[src/rtl/hzd_pkg.sv]
package hzd_pkg;
  localparam int REG_W   = 4;
  localparam int CODE_W  = 4;
  localparam int STAT_W  = 3;
  localparam int N_DST   = 6;

  localparam logic [REG_W-1:0]  REG_NONE = 4'hF;

  localparam logic [CODE_W-1:0] IC_NOP   = 4'h1;
  localparam logic [CODE_W-1:0] IC_MOVE  = 4'h2;
  localparam logic [CODE_W-1:0] IC_LOAD  = 4'h5;
  localparam logic [CODE_W-1:0] IC_ALU   = 4'h6;
  localparam logic [CODE_W-1:0] IC_JUMP  = 4'h7;
  localparam logic [CODE_W-1:0] IC_CALL  = 4'h8;
  localparam logic [CODE_W-1:0] IC_RET   = 4'h9;
  localparam logic [CODE_W-1:0] IC_POP   = 4'hB;

  typedef enum logic [STAT_W-1:0] {
    ST_BUB = 3'd0,
    ST_AOK = 3'd1,
    ST_HLT = 3'd2,
    ST_ADR = 3'd3,
    ST_INS = 3'd4
  } stat_e;

  function automatic logic is_fault(input logic [STAT_W-1:0] s);
    return (s == ST_HLT) || (s == ST_ADR) || (s == ST_INS);
  endfunction
endpackage

[src/rtl/hzd_match.sv]
module hzd_match
  import hzd_pkg::*;
#(
  parameter int NDST = N_DST
) (
  input  logic [REG_W-1:0]      src,
  input  logic [NDST*REG_W-1:0] dsts,
  output logic                  hit
);
  logic [NDST-1:0] eq;

  genvar gi;
  for (gi = 0; gi < NDST; gi++) begin : g_cmp
    assign eq[gi] = (src != REG_NONE) && (dsts[gi*REG_W +: REG_W] == src);
  end

  assign hit = |eq;

  always_comb begin

    none_src_chk: assert (!(hit && (src == REG_NONE)))
      else $error("empty source reported a match");
  end
endmodule

[src/rtl/hzd_data.sv]
module hzd_data
  import hzd_pkg::*;
#(
  parameter int NDST = N_DST
) (
  input  logic [REG_W-1:0]      src_a,
  input  logic [REG_W-1:0]      src_b,
  input  logic [NDST*REG_W-1:0] dsts,
  output logic                  raw_hazard
);
  logic hit_a, hit_b;

  hzd_match #(.NDST(NDST)) u_match_a (
    .src  (src_a),
    .dsts (dsts),
    .hit  (hit_a)
  );

  hzd_match #(.NDST(NDST)) u_match_b (
    .src  (src_b),
    .dsts (dsts),
    .hit  (hit_b)
  );

  assign raw_hazard = hit_a | hit_b;

  always_comb begin

    both_none_chk: assert (!(raw_hazard && (src_a == REG_NONE) && (src_b == REG_NONE)))
      else $error("hazard with no decode source");
  end
endmodule

[src/rtl/hzd_flow.sv]
module hzd_flow
  import hzd_pkg::*;
(
  input  logic [CODE_W-1:0] d_icode,
  input  logic [CODE_W-1:0] e_icode,
  input  logic [CODE_W-1:0] m_icode,
  input  logic              e_cond,
  input  logic [REG_W-1:0]  e_dst_e,
  input  logic [STAT_W-1:0] m_stat,
  input  logic [STAT_W-1:0] w_stat,
  output logic              ret_busy,
  output logic              mispredict,
  output logic              fault_mem,
  output logic              fault_wb,
  output logic              cc_enable,
  output logic [REG_W-1:0]  e_dst_e_eff
);
  assign ret_busy    = (d_icode == IC_RET) || (e_icode == IC_RET) || (m_icode == IC_RET);
  assign mispredict  = (e_icode == IC_JUMP) && !e_cond;
  assign fault_wb    = is_fault(w_stat);
  assign fault_mem   = is_fault(m_stat) || fault_wb;
  assign cc_enable   = (e_icode == IC_ALU) && !fault_mem;
  assign e_dst_e_eff = ((e_icode == IC_MOVE) && !e_cond) ? REG_NONE : e_dst_e;

  always_comb begin

    cc_fault_chk: assert (!(cc_enable && fault_wb))
      else $error("condition codes enabled behind a faulting writeback");

    move_cancel_chk: assert (!((e_icode == IC_MOVE) && !e_cond && (e_dst_e_eff != REG_NONE)))
      else $error("cancelled move kept its destination");
  end
endmodule

[src/rtl/stall_hazard_ctrl.sv]
module stall_hazard_ctrl
  import hzd_pkg::*;
(
  input  logic [3:0] d_icode,
  input  logic [3:0] d_src_a,
  input  logic [3:0] d_src_b,
  input  logic [3:0] e_icode,
  input  logic       e_cond,
  input  logic [3:0] e_dst_e,
  input  logic [3:0] e_dst_m,
  input  logic [3:0] m_icode,
  input  logic [3:0] m_dst_e,
  input  logic [3:0] m_dst_m,
  input  logic [2:0] m_stat,
  input  logic [2:0] w_stat,
  input  logic [3:0] w_dst_e,
  input  logic [3:0] w_dst_m,
  output logic       f_stall,
  output logic       f_bubble,
  output logic       d_stall,
  output logic       d_bubble,
  output logic       e_stall,
  output logic       e_bubble,
  output logic       m_stall,
  output logic       m_bubble,
  output logic       w_stall,
  output logic       w_bubble,
  output logic       cc_enable,
  output logic [3:0] e_dst_e_eff
);
  localparam int DV_W = N_DST * REG_W;

  logic             ret_busy, mispredict, fault_mem, fault_wb;
  logic             raw_hazard, hold_front;
  logic [REG_W-1:0] e_dst_adj;
  logic [DV_W-1:0]  dst_vec;

  hzd_flow u_flow (
    .d_icode     (d_icode),
    .e_icode     (e_icode),
    .m_icode     (m_icode),
    .e_cond      (e_cond),
    .e_dst_e     (e_dst_e),
    .m_stat      (m_stat),
    .w_stat      (w_stat),
    .ret_busy    (ret_busy),
    .mispredict  (mispredict),
    .fault_mem   (fault_mem),
    .fault_wb    (fault_wb),
    .cc_enable   (cc_enable),
    .e_dst_e_eff (e_dst_adj)
  );

  // Order of the destination slots is irrelevant to matching.
  assign dst_vec = {w_dst_m, w_dst_e, m_dst_m, m_dst_e, e_dst_m, e_dst_adj};

  hzd_data #(.NDST(N_DST)) u_data (
    .src_a      (d_src_a),
    .src_b      (d_src_b),
    .dsts       (dst_vec),
    .raw_hazard (raw_hazard)
  );

  // A wrong-path consumer is squashed, never held.
  assign hold_front  = raw_hazard && !mispredict;

  assign f_stall     = hold_front || ret_busy;
  assign f_bubble    = 1'b0;
  assign d_stall     = hold_front;
  assign d_bubble    = mispredict || (ret_busy && !hold_front);
  assign e_stall     = 1'b0;
  assign e_bubble    = mispredict || hold_front;
  assign m_stall     = 1'b0;
  assign m_bubble    = fault_mem;
  assign w_stall     = fault_wb;
  assign w_bubble    = 1'b0;
  assign e_dst_e_eff = e_dst_adj;

  always_comb begin

    d_excl_chk: assert (!(d_stall && d_bubble))
      else $error("decode stalled and bubbled together");

    hold_bubble_chk: assert (!(d_stall && !(f_stall && e_bubble)))
      else $error("decode hold without fetch hold and execute bubble");

    squash_chk: assert (!(mispredict && !(d_bubble && e_bubble && !d_stall)))
      else $error("mispredict not squashed");

    wb_hold_chk: assert (!(w_stall && !m_bubble))
      else $error("writeback held while memory still advances");

    cc_bubble_chk: assert (!(m_bubble && cc_enable))
      else $error("condition codes enabled during fault");
  end
endmodule

[config.mk]
export PLATFORM = sky130hd
export DESIGN_NAME = stall_hazard_ctrl
export DESIGN_NICKNAME = d
export VERILOG_FILES = /design/src/rtl/hzd_pkg.sv /design/src/rtl/hzd_match.sv /design/src/rtl/hzd_data.sv /design/src/rtl/hzd_flow.sv /design/src/rtl/stall_hazard_ctrl.sv
export SDC_FILE = /design/constraint.sdc
export NUM_CORES = 1
export LEC_CHECK = 0
export BUFFER_PORTS_ARGS = -buffer_cell sky130_fd_sc_hd__buf_4
export CORE_MARGIN = 2
export CORE_UTILIZATION = 38
export DETAILED_ROUTE_END_ITERATION = 6
export PLACE_DENSITY = 0.8
export SETUP_SLACK_MARGIN = 0.5
export SLEW_MARGIN = 20
export SYNTH_ARGS = -nofsm -noshare
export SYNTH_HDL_FRONTEND = slang
export SYNTH_HIERARCHICAL = 1
export SYNTH_SLANG_ARGS = --single-unit
[constraint.sdc]
create_clock -name vclk -period 1.7
set_clock_uncertainty 0.2 [all_clocks]
set_input_delay 0 -clock vclk [all_inputs]
set_output_delay 0 -clock vclk [all_outputs]
set_load 0.02 [all_outputs]
# ---- Yosys cells after proc, flatten, opt, wreduce, memory -nomap -nowiden
# Index checks and enable logic that the tools add are counted.
dict set report op_classes {
  n_eq_ne 26
  mux 1
  bitwise 1
  n_reduce_logical 33
}
# op count
set ops {}
lappend ops {{== test 4 bit} 12}
lappend ops {{logical AND 1 bit} 17}
lappend ops {{== test 3 x 2 -> 1 bit (second input constant)} 4}
lappend ops {{== test 4 bit (second input constant)} 3}
lappend ops {{OR reduction 6 bit} 2}
lappend ops {{logical OR 1 bit} 10}
lappend ops {{== test 4 x 3 -> 1 bit (second input constant)} 2}
lappend ops {{inequality test 4 bit (second input constant)} 2}
lappend ops {{== test 3 bit (second input constant)} 2}
lappend ops {{== test 4 x 2 -> 1 bit (second input constant)} 1}
lappend ops {{logical NOT 1 bit} 4}
lappend ops {{two-way mux 4 bit} 1}
lappend ops {{OR 1 bit} 1}
dict set report word_totals {
  reg_bits 0
  in_bits 51
  output_inout_bits 15
  word_cells 61
}

# ---- Depth between registers and ports, before layout
# Gate-level depths: netlist of run 1.
dict set report depth {
  ltp_word 11
  ltp_mapped 9
  mapped_depth_nobuf 9
}

# ---- Hierarchy
# The synthesis of run 1 kept the hierarchy.
# mod n_inst cells_each area_each_um2 seq_area_each_um2
set by_module_without_submodules {}
lappend by_module_without_submodules {hzd_match 2 36 317.8 0.0}
lappend by_module_without_submodules {hzd_flow 1 19 142.6 0.0}
lappend by_module_without_submodules {stall_hazard_ctrl 1 10 72.6 0.0}
lappend by_module_without_submodules {hzd_data 1 1 6.3 0.0}

# ---- Worst setup path before layout of run 1
# OpenSTA, ideal clock, no wires.
dict set report synth_timing {
  path_type {in2out}
  start {in e_icode[3]}
  end {out f_stall}
  arrival_time_ns 1.694
  required_ns 1.500
  slack_ns -0.194
  cell_stages 9
  n_path_buf 0
  path_cell_list {nand2b_1 > nor4_1 > or2_2 > xnor2_1 > a41oi_1 > a31oi_1 > or2_1 > nor2b_4 > or2_1}
}
dict set report synth_via {
  elab_chain_cells 9
  word_cells_on_any_way 18
  cone_classes {eq/ne (5); mux (1); bitwise (1); reduce/logical (11)}
}
# element line
set synth_lines {}
lappend synth_lines {{start: declaration} stall_hazard_ctrl.sv:7} ;# input logic [3:0] e_icode,
lappend synth_lines {{== test 4 x 2 -> 1 bit} hzd_flow.sv:23} ;# assign e_dst_e_eff = ((e_icode == IC_MOVE) && !e_cond) ? REG_NONE : e_dst_e;
lappend synth_lines {{logical AND 1 bit} hzd_flow.sv:23}
lappend synth_lines {{two-way mux 4 bit} hzd_flow.sv:23}
lappend synth_lines {{via e_dst_e_eff[2]} stall_hazard_ctrl.sv:29} ;# output logic [3:0] e_dst_e_eff
lappend synth_lines {{== test 4 bit} hzd_match.sv:14} ;# assign eq[gi] = (src != REG_NONE) && (dsts[gi*REG_W +: REG_W] == src);
lappend synth_lines {{logical AND 1 bit} hzd_match.sv:14}
lappend synth_lines {{OR reduction 6 bit} hzd_match.sv:17} ;# assign hit = |eq;
lappend synth_lines {{via u_data.hit_b} hzd_data.sv:11} ;# logic hit_a, hit_b;
lappend synth_lines {{OR 1 bit} hzd_data.sv:25} ;# assign raw_hazard = hit_a | hit_b;
lappend synth_lines {{via raw_hazard} stall_hazard_ctrl.sv:34} ;# logic raw_hazard, hold_front;
lappend synth_lines {{logical AND 1 bit} stall_hazard_ctrl.sv:65} ;# assign hold_front = raw_hazard && !mispredict;
lappend synth_lines {{via d_stall} stall_hazard_ctrl.sv:20} ;# output logic d_stall,
lappend synth_lines {{logical OR 1 bit} stall_hazard_ctrl.sv:67} ;# assign f_stall = hold_front || ret_busy;
lappend synth_lines {{end: declaration} stall_hazard_ctrl.sv:18} ;# output logic f_stall,
# The timed path passes the listed nets, and every way through them passes these cells.

# ---- Worst setup path after layout of run 1
dict set report layout_timing {
  start {in e_icode[3]}
  end {out f_stall}
}
dict set report layout_via {
  elab_chain_cells 9
  word_cells_on_any_way 18
  cone_classes {eq/ne (5); mux (1); bitwise (1); reduce/logical (11)}
}
# element line
set layout_lines {}
lappend layout_lines {{== test 4 x 2 -> 1 bit} hzd_flow.sv:23}
lappend layout_lines {{logical AND 1 bit} hzd_flow.sv:23}
lappend layout_lines {{two-way mux 4 bit} hzd_flow.sv:23}
lappend layout_lines {{== test 4 bit} hzd_match.sv:14}
lappend layout_lines {{logical AND 1 bit} hzd_match.sv:14}
lappend layout_lines {{OR reduction 6 bit} hzd_match.sv:17}
lappend layout_lines {{via u_data.hit_b} hzd_data.sv:11}
lappend layout_lines {{OR 1 bit} hzd_data.sv:25}
lappend layout_lines {{via raw_hazard} stall_hazard_ctrl.sv:34}
lappend layout_lines {{logical AND 1 bit} stall_hazard_ctrl.sv:65}
lappend layout_lines {{logical OR 1 bit} stall_hazard_ctrl.sv:67}
# The timed path passes the listed nets, and every way through them passes these cells.

==> results.md, run 1 <==
* Status: finished, violations left
* Failing checks: setup timing
* Post-synth cell types at 26
* Reg area at 0 um^2
* WS Path Type: primary input to primary output
* Synthesized area per cell at 8.40 um^2
* Clock Buffer Count at 0
* Most numerous cell in the Yosys netlist: xnor2_1
* First-pass GRT wire length at 4.15 mm
* CP required at 1.50 ns
* Dominant cells by area after synthesis: xnor2_1, xor2_1, buf_6, a41oi_1, nor4_1
* Tightest Hold Check Type: primary input to primary output
* Worst setup SP type: primary input
* Synth warn at 6
* # placed instances at 188
* 1st-pass router iterations at 4
* Routability cong. at 0.833
* Routed wire length at 2.79 mm
* Tot GR Track Use at 0.200
* Total number of vias at 968
* Die area at 2650 um^2
* Max cap viols at 0
* Final net count at 218
* Setup WS post-layout at -0.298 ns
* Iteration-0 DRC Markers at 13
* Multi-input combinational cell area at 826 um^2
* Layout Utilization at 0.663
* Number of global-route vias before repair at 943
* Final min period at 2.00 ns
* Dpl ws at -0.330 ns
* Initial antenna violation count at 0
* P&R area growth vs syn at 67.9%
* Hold depth at 3
* Area share of the largest cell type after synthesis at 0.245
* DRC violations left at 0
* HP Start: e_dst_e[1]
* DR vias/cell at 5.02
* Std-Cell Rows at 17
* DP HPWL at 2.16 mm
* Fillers at 184
* Core Area at 2170 um^2
* Worst Path Max Fanout at 4
* Achievable Freq at 500 MHz
* Wirelength per Cell at 14.5 um
* LEAKAGE at 0.663 nW
* Pwr Density at 356 nW/um^2
* DIE HEIGHT at 51.5 um
* Crit path DAT at 1.80 ns
* Fin. max-slew vios at 0
* CP Capture Type: primary output
* Top post-synthesis cells by count: xnor2_1, xor2_1, nor4_1, a41oi_1, buf_6
* Die W at 51.5 um
* Final hold vios at 0
* VDD IR max at 0.000210 V
* Global route overflow at 0
* Ant diodes at 0
* Tcrit/Tclk final at 1.18
* Cell count after synthesis at 102
* Fin cells at 193
* Hold Path End: e_dst_e_eff[1]
* RSZ-0062 raised after global routing: yes
* Mapped Area at 857 um^2
* Yosys top cell by area: xnor2_1
* Starting density of the core at 0.395
* Final setup viols at 4
* Largest net degree at the start of global routing at 8
* Sequential share of the synthesized area at 0
* Port bufs at 62
* Final ANT Viol Nets at 0
* Share of cells above drive strength 1 at 0.552
* I/O pin count at 66
* Num sequential at 0
## worst max-delay path, cell delays in order
cell and delay [ns]:
buf_6 0.10, nand2b_4 0.14, nor4_4 0.23, or2_4 0.22
xnor2_2 0.07, a41oi_2 0.19, a31oi_1 0.10, or2_1 0.27
nor2b_4 0.14, or2_1 0.21, buf_6 0.13
## worst max path at each step
stage	to	start	slack (ns)
after global routing	f_stall	e_icode[3]	-0.39
after detailed placement	f_stall	e_icode[3]	-0.33
after CTS	f_stall	e_cond	-0.30
after global placement	f_stall	e_cond	-0.27
after floorplan	f_stall	e_icode[3]	-0.08
final	f_stall	e_icode[3]	-0.30
## timing repair
item / 4_1_cts / 5_1_grt
endpoints found under the setup margin: 4 / 4
hold buffers: 0 / 0
pin swaps: 2 / 2
resized for setup: 10 / 3
buffers inserted: 2 / 3
## metrics by stage
step / power (mW) / setup TNS, ns / cell area (um^2) / hold WS, ns
global route: 0.542 / -1.17 / 1440 / 0.159
detailed placement: 0.452 / -0.824 / 1330 / 0.142
floorplan: 0.276 / -0.0803 / 903 / -0.111
finish: 0.512 / -0.807 / 1440 / 0.149
global placement: 0.441 / -0.585 / 1330 / 0.138
CTS: 0.484 / -0.725 / 1400 / 0.142
## placed cells by master, fill, tap and decap left out, types with 2 or more instances in the layout
cell      instances
buf_4            65
xor2_1           22
xnor2_1          21
buf_6             6
nor4_1            6
or2_4             5
conb_1            4
a41oi_1           4
xnor2_2           3
inv_1             2
or2_1             2
a41oi_2           2
xor2_2            2
and4_2            2
a31oi_1           2
or3b_1            2
nor4bb_1          2
## cell families (layout without fill, tap and decap cells)
kind of cell / Yosys count / count (layout) / synth area share
XOR/XNOR: 48 / 48 / 0.508
buffers and inverters: 14 / 74 / 0.134
AND/OR/NAND/NOR: 29 / 29 / 0.250
other: 1 / 4 / 0.00438
AO/OA/AOI/OAI: 10 / 10 / 0.104
## routing by layer
metal | wire length (um) | track usage | vias up
met5 | 0 | 0 | -
met4 | 34 | 0.0351 | 0
met3 | 154 | 0.0172 | 4
met2 | 1490 | 0.376 | 30
met1 | 1110 | 0.249 | 461
li1 | - | - | 473
## power breakdown
part	internal (mW)	switching (mW)
registers	0	0
clock network	0	0
logic	0.285	0.227
## final cells by class
cell class                 count  area share
timing repair buffer          72       0.397
inverter                       2     0.00522
tap                           28      0.0243
multi-input combinational     91       0.574
No activity file was read; power rests on OpenSTA's default activity.
==> run 2: changes to the inputs <==
- BUFFER_PORTS_ARGS: -buffer_cell sky130_fd_sc_hd__buf_4 -> default
- CORE_UTILIZATION: 38 -> 62
- DONT_BUFFER_PORTS: default -> 1
- PLACE_DENSITY: 0.8 -> 0.81
- SKIP_LAST_GASP: default -> 1
- SLEW_MARGIN: 20 -> 10
==> run 2 against run 1 <==
The flow finishes with violations (hold timing, setup timing). Cell count fell by 39%. Combinational power fell by 39%. Largest cell class unchanged. Fmax rose by 11%. Via count fell by 26%. Highest routed layer is now met3. Sequential share of layout area did not move.
==> results.md, run 2 (same netlist as run 1, synthesis figures left out) <==
* Clock Buffer Count at 0 (unchanged)
* Die W at 41.2 um (was 51.5 um)
* RSZ-0062 raised after global routing: yes (unchanged)
* WHS at -0.00673 ns (was 0.149 ns)
* P&R area growth vs syn at 7.01% (was 67.9%)
* Achievable Freq at 553 MHz (was 500 MHz)
* Clk network pwr share at 0 (about the same)
* DR vias/cell at 6.15 (was 5.02)
* Final Instance Area at 917 um^2 (was 1440 um^2)
* HP Start: m_stat[2] (was e_dst_e[1])
* Worst setup SP type: primary input (unchanged)
* I/O pin count at 66 (unchanged)
* Slew headroom at 0.605
* Core Area at 1300 um^2 (was 2170 um^2)
* P_sw at 0.144 mW (was 0.227 mW)
* Std-Cell Rows at 13 (was 17)
* Final net count at 155 (was 218)
* Fin cells at 117 (was 193)
* Die area at 1700 um^2 (was 2650 um^2)
* Setup WS post-layout at -0.108 ns (was -0.298 ns)
* Reg area at 0 um^2 (unchanged)
* Routed wire length at 2.07 mm (was 2.79 mm)
* Failing checks: hold timing, setup timing (was setup timing)
* Seq pwr share at 0 (about the same)
* Crit path DAT at 1.61 ns (was 1.80 ns)
* Crit path launch: e_icode[3] (unchanged)
* Number of global-route vias before repair at 657 (was 943)
* Crit path buf inv count at 0 (was 2)
* Pwr Density at 339 nW/um^2 (was 356 nW/um^2)
* Internal power at 0.166 mW (was 0.285 mW)
* Status: finished, violations left (unchanged)
* # placed instances at 115 (was 188)
* Cell Area, Placed at 867 um^2 (was 1330 um^2)
* Routability cong. at 0.836 (was 0.833)
* Share of cells above drive strength 1 at 0.265 (was 0.552)
* WS Path Type: primary input to primary output (unchanged)
* Fillers at 107 (was 184)
* Port bufs at 0 (was 62)
* Tightest Hold Check Type: primary input to primary output (unchanged)
* Net Sw Frac at 0.465 (was 0.444)
* Tot GR Track Use at 0.231 (was 0.200)
* Initial antenna violation count at 0 (unchanged)
* VDD IR max at 0.000166 V (was 0.000210 V)
* Worst slew pin tran at 0.591 ns
* DRC violations left at 0 (unchanged)
* Iteration-0 DRC Markers at 5 (was 13)
* CP required at 1.50 ns (about the same)
* LEAKAGE at 0.345 nW (was 0.663 nW)
* Most frequent cells in the layout: xnor2_1, xor2_1, buf_4 (was buf_4, xor2_1, xnor2_1)
* Tcrit/Tclk final at 1.06 (was 1.18)
* Ant diodes at 0 (unchanged)
* 1st-pass router iterations at 4 (unchanged)
* Final ANT Viol Nets at 0 (unchanged)
* Final hold vios at 1 (was 0)
* Final Power at 0.311 mW (was 0.512 mW)
* Largest net degree at the start of global routing at 8 (unchanged)
* Cell family with most CP delay: simple AND/OR/NAND/NOR gates (unchanged)
* DIE HEIGHT at 41.2 um (was 51.5 um)
* First-pass GRT wire length at 2.66 mm (was 4.15 mm)
* Comb pwr share at 1.000 (about the same)
* Most frequent CP cell: or2_4
* Global route overflow at 0 (unchanged)
* Num sequential at 0 (unchanged)
* CP Capture Type: primary output (unchanged)
* Final min period at 1.81 ns (was 2.00 ns)
* DP HPWL at 1.69 mm (was 2.16 mm)
* CP peak stage delay at 0.28 ns (was 0.27 ns)
* Critical path cell sequence: nand2b_4, nor4_4, or2_4, xnor2_2, a41oi_2, a31oi_1, or2_1, nor2b_4, or2_4 (was buf_6, nand2b_4, nor4_4, or2_4, xnor2_2, a41oi_2, a31oi_1, or2_1, nor2b_4, or2_1, buf_6)
* Wirelength per Cell at 17.7 um (was 14.5 um)
* Total number of vias at 720 (was 968)
* Starting density of the core at 0.659 (was 0.395)
* Max cap viols at 0 (unchanged)
* Crit-path slowest cell: or2_4 (was or2_1)
* Fin. max-slew vios at 0 (unchanged)
* Multi-input combinational cell area at 821 um^2 (was 826 um^2)
* Final setup viols at 4 (unchanged)
* Worst Path Max Fanout at 4 (unchanged)
run 2: changes by cell type in the layout (fill, tap and decap cells not counted), sizes merged:
| cell | change |
|---|---|
| buf | -64 |
| dlygate4sd3 | +1 |
run 2: final timing paths:
kind | cells after the start | slack (ns) | to
worst max-delay path | 9 | -0.11 | f_stall
worst min-delay path | 1 | -0.007 | m_bubble
run 2: through the flow:
stage / util / setup WS [ns] / hold WS, ns / TNS, ns
after floorplan: - / -0.0803 / -0.111 / -0.0803
after global placement: 0.666 / -0.0762 / -0.0253 / -0.111
final: 0.705 / -0.108 / -0.00673 / -0.246
after detailed placement: 0.666 / -0.0910 / -0.0246 / -0.150
after CTS: 0.693 / -0.0667 / -0.00146 / -0.140
after global routing: 0.705 / -0.198 / 0.00309 / -0.619
run 2: metal layers:
metal,up-vias,GRT usage,share of wire
met3,0,0.0380,0.11
met5,-,0,0
met2,43,0.449,0.53
li1,343,-,-
met4,0,0,0
met1,334,0.276,0.36
run 2: cell type report:
cell class                      count  area share
Inverter                            2     0.00819
Multi-Input combinational cell     91       0.895
Tap cell                           15      0.0205
Timing Repair Buffer                9      0.0764
run 2: power by group through the flow:
| stage | registers [mW] | clock network (mW) | logic [mW] |
|---|---|---|---|
| after global routing | 0 | 0 | 0.331 |
| after detailed placement | 0 | 0 | 0.284 |
| after floorplan | 0 | 0 | 0.276 |
| after CTS | 0 | 0 | 0.300 |
| final | 0 | 0 | 0.311 |
| after global placement | 0 | 0 | 0.277 |
run 2: what timing repair did:
item                       4_1_cts  5_1_grt
hold buffers                     1        0
setup buffers                    0        1
setup endpoints to repair        4        4
pin swaps                        0        0
hold endpoints to repair         2        0
gates resized for setup          4        1
